$ cat src/rtl/mbif_pkg.sv
package mbif_pkg;
  localparam int WORD_W         = 32;
  localparam int FIFO_LANES     = 8;
  localparam int FIFO_HIDE_BITS = 5;
  localparam int N_STAT         = 5;
  localparam int N_CTRL         = 4;
  localparam int N_CFG          = 2;
  localparam int CFG_FIFO       = 0;
  localparam int CFG_WAKE_MSK   = 1;
endpackage

$ cat src/rtl/mbif_rst_sync.sv
module mbif_rst_sync (
  input  logic clk,
  input  logic rst_n,
  output logic rst_q_n
);
  logic [1:0] sync_q;

  always_ff @(posedge clk or negedge rst_n) begin
    if (!rst_n) sync_q <= 2'b00;
    else        sync_q <= {sync_q[0], 1'b1};
  end

  assign rst_q_n = sync_q[1];
endmodule

$ cat src/rtl/mbif_flag_bank.sv
module mbif_flag_bank #(
  parameter int W = 8
) (
  input  logic         clk,
  input  logic         rst_n,
  input  logic [W-1:0] set_i,
  input  logic [W-1:0] clr_i,
  output logic [W-1:0] flag_o
);
  logic [W-1:0] flag_d;
  logic [W-1:0] flag_q;
  logic [W-1:0] flag_en;

  // set has priority over a same-cycle clear
  always_comb begin
    flag_d  = set_i | (flag_q & ~clr_i);
    flag_en = set_i | clr_i;
  end

  for (genvar b = 0; b < W; b++) begin : g_bit
    always_ff @(posedge clk or negedge rst_n) begin
      if (!rst_n)          flag_q[b] <= 1'b0;
      else if (flag_en[b]) flag_q[b] <= flag_d[b];
    end
  end

  assign flag_o = flag_q;
endmodule

$ cat src/rtl/mbif_irq_gate.sv
module mbif_irq_gate #(
  parameter int W = 8
) (
  input  logic         clk,
  input  logic         rst_n,
  input  logic [W-1:0] src_i,
  input  logic [W-1:0] msk_i,
  output logic [W-1:0] irq_o
);
  logic [W-1:0] irq_d;
  logic [W-1:0] irq_q;
  logic         irq_en;

  always_comb begin
    irq_d  = src_i & msk_i;
    irq_en = (irq_d != irq_q);
  end

  always_ff @(posedge clk or negedge rst_n) begin
    if (!rst_n)      irq_q <= '0;
    else if (irq_en) irq_q <= irq_d;
  end

  assign irq_o = irq_q;
endmodule

$ cat src/rtl/mb_irq_flags.sv
module mb_irq_flags
  import mbif_pkg::*;
#(
  parameter  int NUM_BUF   = 64,
  localparam int NUM_WORDS = NUM_BUF / WORD_W,
  localparam int ADDR_W    = $clog2(2 * NUM_WORDS + 3)
) (
  input  logic               clk,
  input  logic               rst_n,
  input  logic [NUM_BUF-1:0] buf_done,
  input  logic [2:0]         fifo_evt,
  input  logic [N_STAT-1:0]  stat_evt,
  input  logic               wr_en,
  input  logic [ADDR_W-1:0]  wr_addr,
  input  logic [WORD_W-1:0]  wr_data,
  input  logic [ADDR_W-1:0]  rd_addr,
  output logic [WORD_W-1:0]  rd_data,
  output logic [NUM_BUF-1:0] buf_irq,
  output logic               mb_irq,
  output logic [N_STAT-1:0]  stat_irq
);
  localparam int A_FLAG0 = 0;
  localparam int A_MASK0 = NUM_WORDS;
  localparam int A_STAT  = 2 * NUM_WORDS;
  localparam int A_CTRL  = A_STAT + 1;
  localparam int A_CFG   = A_STAT + 2;
  localparam logic [NUM_BUF-1:0] HIDE_VEC =
    {{(NUM_BUF-FIFO_HIDE_BITS){1'b0}}, {FIFO_HIDE_BITS{1'b1}}};

  logic                 rst_q_n;
  logic [NUM_BUF-1:0]   buf_set, buf_clr, flag_q, flag_vis, mask_q;
  logic [NUM_WORDS-1:0] mask_we;
  logic [N_STAT-1:0]    stat_clr, stat_q, stat_msk;
  logic [N_CTRL-1:0]    ctrl_q, ctrl_d;
  logic [N_CFG-1:0]     cfg_q, cfg_d;
  logic                 ctrl_we, cfg_we, fifo_en;
  logic                 any_d, any_q, any_en;

  mbif_rst_sync u_rst (.clk(clk), .rst_n(rst_n), .rst_q_n(rst_q_n));

  assign fifo_en = cfg_q[CFG_FIFO];

  // set sources: FIFO mode reroutes the low byte to FIFO events
  always_comb begin
    buf_set = buf_done;
    if (fifo_en)
      buf_set[FIFO_LANES-1:0] = {fifo_evt, {FIFO_HIDE_BITS{1'b0}}};
  end

  for (genvar w = 0; w < NUM_WORDS; w++) begin : g_word
    assign buf_clr[w*WORD_W +: WORD_W] =
      (wr_en && int'(wr_addr) == A_FLAG0 + w) ? wr_data : '0;
    assign mask_we[w] = wr_en && int'(wr_addr) == A_MASK0 + w;

    always_ff @(posedge clk or negedge rst_q_n) begin
      if (!rst_q_n)        mask_q[w*WORD_W +: WORD_W] <= '0;
      else if (mask_we[w]) mask_q[w*WORD_W +: WORD_W] <= wr_data;
    end
  end

  mbif_flag_bank #(.W(NUM_BUF)) u_buf_flags (
    .clk(clk), .rst_n(rst_q_n), .set_i(buf_set), .clr_i(buf_clr), .flag_o(flag_q)
  );

  assign flag_vis = fifo_en ? (flag_q & ~HIDE_VEC) : flag_q;

  mbif_irq_gate #(.W(NUM_BUF)) u_buf_gate (
    .clk(clk), .rst_n(rst_q_n), .src_i(flag_vis), .msk_i(mask_q), .irq_o(buf_irq)
  );

  // combined line
  always_comb begin
    any_d  = |(flag_vis & mask_q);
    any_en = (any_d != any_q);
  end

  always_ff @(posedge clk or negedge rst_q_n) begin
    if (!rst_q_n)    any_q <= 1'b0;
    else if (any_en) any_q <= any_d;
  end

  assign mb_irq = any_q;

  // status sources
  assign stat_clr = (wr_en && int'(wr_addr) == A_STAT) ? wr_data[N_STAT-1:0] : '0;

  mbif_flag_bank #(.W(N_STAT)) u_stat_flags (
    .clk(clk), .rst_n(rst_q_n), .set_i(stat_evt), .clr_i(stat_clr), .flag_o(stat_q)
  );

  always_comb begin
    ctrl_we = wr_en && int'(wr_addr) == A_CTRL;
    cfg_we  = wr_en && int'(wr_addr) == A_CFG;
    ctrl_d  = wr_data[N_CTRL-1:0];
    cfg_d   = wr_data[N_CFG-1:0];
  end

  always_ff @(posedge clk or negedge rst_q_n) begin
    if (!rst_q_n)     ctrl_q <= '0;
    else if (ctrl_we) ctrl_q <= ctrl_d;
  end

  always_ff @(posedge clk or negedge rst_q_n) begin
    if (!rst_q_n)    cfg_q <= '0;
    else if (cfg_we) cfg_q <= cfg_d;
  end

  assign stat_msk = {cfg_q[CFG_WAKE_MSK], ctrl_q};

  mbif_irq_gate #(.W(N_STAT)) u_stat_gate (
    .clk(clk), .rst_n(rst_q_n), .src_i(stat_q), .msk_i(stat_msk), .irq_o(stat_irq)
  );

  // read port
  always_comb begin
    rd_data = '0;
    for (int w = 0; w < NUM_WORDS; w++) begin
      if (int'(rd_addr) == A_FLAG0 + w) rd_data = flag_vis[w*WORD_W +: WORD_W];
      if (int'(rd_addr) == A_MASK0 + w) rd_data = mask_q[w*WORD_W +: WORD_W];
    end
    if (int'(rd_addr) == A_STAT) rd_data[N_STAT-1:0] = stat_q;
    if (int'(rd_addr) == A_CTRL) rd_data[N_CTRL-1:0] = ctrl_q;
    if (int'(rd_addr) == A_CFG)  rd_data[N_CFG-1:0]  = cfg_q;
  end
endmodule

$ cat config.mk
export PLATFORM = sky130hd
export DESIGN_NAME = mb_irq_flags
export DESIGN_NICKNAME = d
export VERILOG_FILES = /design/src/rtl/mbif_pkg.sv /design/src/rtl/mbif_rst_sync.sv /design/src/rtl/mbif_flag_bank.sv /design/src/rtl/mbif_irq_gate.sv /design/src/rtl/mb_irq_flags.sv
export SDC_FILE = /design/constraint.sdc
export NUM_CORES = 1
export LEC_CHECK = 0
export BUFFER_PORTS_ARGS = -buffer_cell sky130_fd_sc_hd__buf_4
export CAP_MARGIN = 20
export CORE_UTILIZATION = 52
export CTS_CLUSTER_SIZE = 30
export DETAILED_ROUTE_END_ITERATION = 10
export GPL_TIMING_DRIVEN = 1
export PLACE_DENSITY = 0.77
export SLEW_MARGIN = 10
export SYNTH_ARGS = -nofsm -noshare
export SYNTH_HDL_FRONTEND = slang
export SYNTH_HIERARCHICAL = 1
export SYNTH_SLANG_ARGS = --single-unit
$ cat constraint.sdc
create_clock -name clk -period 7.6 [get_ports clk]
set_clock_uncertainty 0.05 [all_clocks]
set_input_delay 1.52 -clock clk [delete_from_list [all_inputs] [get_ports clk]]
set_output_delay 1.52 -clock clk [all_outputs]
set_load 0.03 [all_outputs]
==> metrics.txt, run 1 <==
P per Cell Area between 200 and 300 nW/um^2; Crit path top cell by count buf_4; CP max FO 34; setup bufs post-CTS 0; outcome finished clean; routability cong. between 0.8 and 0.9; layout cell share with drive strength beyond 1 0.369; DRT Pass-1 Iters 4; Critical Path Sink Type output pin; Layout area overhead 28.0%; Chip Width 136 um; Logic pwr share 0.231; FP Rows 48; # hold bufs at CTS 0; Tmin final about 4.7 ns; largest delay contributor family on the critical path buffers and inverters; setup TNS 0 ns; Seq/Total Area, Yosys 0.565; CP startpoint kind primary input; # setup viols final 0; part of the power in registers 0.437; Lkg Pwr 5.14 nW; Mapped Avg Cell Area 12.6 sq um; sw frac 0.298; Worst Tran Pin Value approximately 0.93 ns; post-detailed-route count of antenna-violating nets 0; Worst EP required 6.03 ns; clk sinks roughly 210; internal power 0.00231 W; Worst path slowest cell buf_4; Post-route DRC 0; die area 18500 sq um; post-CTS sizing 0; Final Cycle Share 0.621; worst min path class reg -> async; clock power share 0.333; largest net degree at the start of global routing between 60 and 70; area share of the largest cell type after synthesis 0.565; ANT cells 0; crit-path cells buf_4 > inv_1 > mux4_2 > mux2_2 > buf_4; Vias 6529; Synth Cell Area 9340 sq um; port bufs 214; Iteration-0 DRC Markers 297; final core occ 0.686; WP buf/inv 3; CTS tree built; core footprint 17400 sq um; fillcell total 1325; RSZ-0062 raised after global routing false; CTS Buf Count 23; f_max 212 MHz; worst-skew pair later-pin latency approximately 0.5 ns; final hold vios 0; Cell variety after synth 31; initial antenna violation count 0; I/O pins between 200 and 250; first-pass GRT wire length 37000 um; Max rail drop VDD 178 uV; max-slew violation count 0; Tot GR Track Use 0.268; #FFs+latches synth 211; Slew headroom 0.380; chip height 136 um; YS warnings 6; ys async rst share 1.00; ranking of synthesized cells by area dfrtp_1, and2_1, mux2_2, mux4_2, a21o_1; H-tree levels 1; critical path arrival 3.15 ns; vias in the first global route 6724; total grt overflow 0; worst hold margin 0.233 ns; # Max-Cap Violations 0; Final HPWL DP roughly 17000 um; Main synth FF type dfrtp_1; Psw between 0.0009 and 0.001 W; Initial Util 0.536; via/cell ratio ~5.4; cells after synthesis 739; Max Buffers Root-to-Sink 3; CP max stage delay 0.55 ns; Worst-path clk slew 0.06 ns; crit path kind in -> out; final wirelength 23900 um; clock tree root driver cell clkbuf_16; EDFF count, synth 0; Post-Syn Nets 852; wire per inst 19.9 um; dominant cell type by area after synthesis dfrtp_1; Post-layout nets between 1000 and 1500
## final timing paths
path,start,endpoint,slack (ns),cells after the start
setup / recovery,rd_addr[1],rd_data[2],2.88,5
hold / removal,u_rst/sync_q[1],ctrl_q[3],0.23,0
setup reg to reg,mask_q[0],mb_irq,5.15,4
hold reg to reg,u_rst/sync_q[1],ctrl_q[3],0.23,0
max in group asynchronous,u_rst/sync_q[1],u_buf_flags/flag_o[52],5.54,2
min in group clk,u_rst/sync_q[0],u_rst/sync_q[1],0.30,0
## flip-flops by register name (all words and copies together) (netlist names)
name,flops
cfg_q,2
ctrl_q,4
mask_q,64
mb_irq,1
u_buf_flags/flag_o,64
u_buf_gate/irq_o,64
u_rst/sync_q,2
u_stat_flags/flag_o,5
u_stat_gate/irq_o,5
## cell usage after synthesis, types with 4 or more instances
cell / count
dfrtp_1: 211
nand4_1: 4
a22o_1: 9
and2_1: 138
clkbuf_1: 16
a22oi_1: 13
mux2_2: 67
a21o_1: 69
inv_1: 73
a221oi_1: 11
mux4_2: 30
nand2_1: 12
buf_2: 8
o21ai_0: 7
nor2b_1: 36
mux2_1: 7
## power by group through the flow
stage	Combinational, W	Clock (W)	Sequential, W
final	0.000760	0.00110	0.00144
after global routing	0.000810	0.00116	0.00146
after CTS	0.000766	0.00111	0.00144
after detailed placement	0.000764	0	0.00146
after global placement	0.000753	0	0.00145
after floorplan	0.000304	0	0.00158
## routing by layer
layer	vias to the layer above	track usage	wire, um	share of wire
li1	2966	-	-	-
met5	-	0	0	0
met1	3275	0.367	10200	0.43
met4	0	0.0778	580	0.024
met3	41	0.0440	1480	0.062
met2	247	0.443	11700	0.49
## cell usage in the layout, fill, tap and decap left out, types with 4 or more instances in the layout
cell	instances
a21o_1	69
a221oi_1	11
a22o_1	9
a22oi_1	13
and2_1	138
buf_4	224
clkbuf_1	5
clkbuf_16	23
clkbuf_8	4
clkinv_2	4
dfrtp_1	210
inv_1	73
mux2_1	7
mux2_2	67
mux4_2	30
nand2_1	12
nand4_1	4
nor2b_1	36
o21ai_0	7
## metrics by stage
step / instance area (sq um) / power (W) / cells / setup slack, ns
finish: 12000 / 0.00329 / 1201 / 2.88
global route: 12000 / 0.00343 / 1201 / 2.79
CTS: 12000 / 0.00332 / 1201 / 2.86
detailed placement: 11200 / 0.00222 / 1162 / 2.89
global placement: 11200 / 0.00220 / 1162 / 2.88
floorplan: 9340 / 0.00189 / 739 / 1.23
## cell families after synthesis
| kind of cell | share of synthesized area |
|---|---|
| buffers and inverters | 0.0408 |
| other | 0.000401 |
| AOI/OAI and AO/OA | 0.0940 |
| DFF | 0.565 |
| and+or+nand+nor | 0.136 |
| muxes | 0.164 |
## worst register-to-register path, cell delays in order (launching register included)
cell	delay, ns
dfrtp_1	0.42
a222oi_1	0.47
a21oi_1	0.15
or4_1	0.61
or4_1	0.60
## cell type report
type,instances,area (sq um),share of cell area
multi-input cells,429,3700,0.309
flip-flops and latches,211,5280,0.442
repair buffers,224,1680,0.141
inverters,73,274,0.0229
well taps,225,282,0.0235
clock inverters,7,88.8,0.00743
clock buffers,32,649,0.0543
(Power assumes the default switching activity.)
==> run 2, diff against run 1 <==
- CORE_UTILIZATION: 52 -> 49
- PLACE_DENSITY: 0.77 -> 0.76
- clock period: 7.6 -> 4 ns (I/O delays scaled with it)
==> metrics.txt, run 2 (synthesis gave the netlist of run 1 again) <==
Final HPWL DP 16300 um (-2.8%); # Max-Cap Violations 0 (unchanged); Layout area overhead 28.1%; H-tree levels 1 (unchanged); Post-route DRC 0 (unchanged); RR Endpoint mb_irq; Final Cycle Share 0.815; R2R cell count 3 (-1); setup bufs post-CTS 0 (unchanged); Critical Path Source rd_addr[1]; Worst EP required 3.15 ns (-2.88 ns); post-CTS sizing 0 (unchanged); critical path arrival 2.41 ns (-0.74 ns); die area 19600 sq um (+6.0%); final hold vios 0 (unchanged); CTS Buf Count 23 (unchanged); fillcell total 1471 (+11%); worst setup path end rd_data[30]; outcome finished clean; Post-layout nets 1076 (+0.093%); layout cell share with drive strength beyond 1 0.369 (about the same); Initial Util 0.500 (-0.0370); Slew headroom 0.507 (+0.127); Iteration-0 DRC Markers 299 (+0.67%); ANT cells 0 (unchanged); vias in the first global route 6582 (-2.1%); largest net degree at the start of global routing 115 (+72%); Lkg Pwr 5.14 nW (about the same); initial antenna violation count 0 (unchanged); worst min path class reg -> async; max-slew violation count 0 (unchanged); final wirelength 23600 um (-1.4%); chip height 140 um (+3.0%); Tmin final 3.26 ns; Tot GR Track Use 0.247 (-0.0213); first-pass GRT wire length 36800 um (-0.62%); Worst R2R Start cfg_q[0]; Chip Width 140 um (+3.0%); Max rail drop VDD 276 uV (+55%); # setup viols final 0 (unchanged); core footprint 18700 sq um (+7.4%); P per Cell Area 517 nW/um^2 (+88%); routability cong. 0.862 (+6.8%); CTS tree built; reg-to-reg setup timing slack 1.77 ns (-3.38 ns); post-detailed-route count of antenna-violating nets 0 (unchanged); worst-skew pair later-pin latency 0.50 ns (about the same); CP startpoint kind primary input; via/cell ratio 5.38 (-1.1%); setup TNS 0 ns (unchanged); Worst-path clk slew 0.06 ns (about the same); CP max FO 30 (-12%); f_max around 300 MHz; Critical Path Sink Type output pin; clk sinks 211 (unchanged); Worst Tran Pin Value 0.739 ns (-0.187 ns); wire per inst 19.5 um (-2.4%); final core occ 0.640 (-0.0466); port bufs 214 (unchanged); I/O pins 215 (unchanged); Vias 6524 (-0.077%); most frequent cells in the layout buf_4, dfrtp_1, and2_1; crit path kind in -> out; most common cell after layout, fill and taps aside buf_4; # hold bufs at CTS 0 (unchanged); total grt overflow 0 (unchanged); Max Buffers Root-to-Sink 3 (unchanged); RSZ-0062 raised after global routing false; clock tree root driver cell clkbuf_16; DRT Pass-1 Iters 6 (+2); FP Rows 50 (+4.2%)
==> run 2: layer usage <==
| metal | global-route usage | vias to the layer above | part of all wire |
|---|---|---|---|
| met4 | 0.0555 | 0 | 0.015 |
| met2 | 0.403 | 239 | 0.48 |
| li1 | - | 2968 | - |
| met1 | 0.347 | 3286 | 0.44 |
| met5 | 0 | - | 0 |
| met3 | 0.0444 | 31 | 0.062 |
==> run 2: how the worst min path moves through the flow <==
stage	startpoint	end	slack (ns)
final	u_rst/sync_q[1]	cfg_q[1]	0.25
after detailed placement	u_rst/sync_q[1]	cfg_q[1]	0.27
after global routing	u_rst/sync_q[1]	u_stat_flags/flag_o[1]	0.31
after CTS	rst_n	u_rst/sync_q[1]	0.003
after floorplan	u_rst/sync_q[0]	u_rst/sync_q[1]	0.28
after global placement	u_rst/sync_q[1]	u_stat_gate/irq_o[1]	0.27
==> run 2: critical path: stages <==
cell	delay, ns
buf_4	0.48
buf_4	0.28
mux4_2	0.50
nor2b_1	0.14
buf_4	0.19
==> run 2: power by group <==
| part | total [W] | internal, W | switching [W] |
|---|---|---|---|
| clock network | 0.00201 | 0.00120 | 0.000819 |
| registers | 0.00272 | 0.00247 | 0.000258 |
| logic | 0.00145 | 0.000675 | 0.000776 |
==> run 2: per-stage QoR <==
step / hold WS, ns / power (W) / cells / cell area, sq um / setup slack (ns)
final: 0.252 / 0.00619 / 1213 / 12000 / 0.739
after global routing: 0.308 / 0.00646 / 1213 / 12000 / 0.631
after CTS: 0.00341 / 0.00624 / 1212 / 12000 / 0.708
after detailed placement: 0.272 / 0.00421 / 1171 / 11200 / 0.710
after global placement: 0.268 / 0.00419 / 1171 / 11200 / 0.751
after floorplan: 0.281 / 0.00358 / 739 / 9350 / 0.477
==> run 2: final cells by class <==
type / count / area (sq um) / area share
well taps: 234 / 293 / 0.0245
flip-flops and latches: 211 / 5280 / 0.441
clock buffers: 33 / 653 / 0.0546
clock inverters: 8 / 65.1 / 0.00544
repair buffers: 225 / 1700 / 0.142
inverters: 73 / 274 / 0.0229
multi-input cells: 429 / 3700 / 0.309
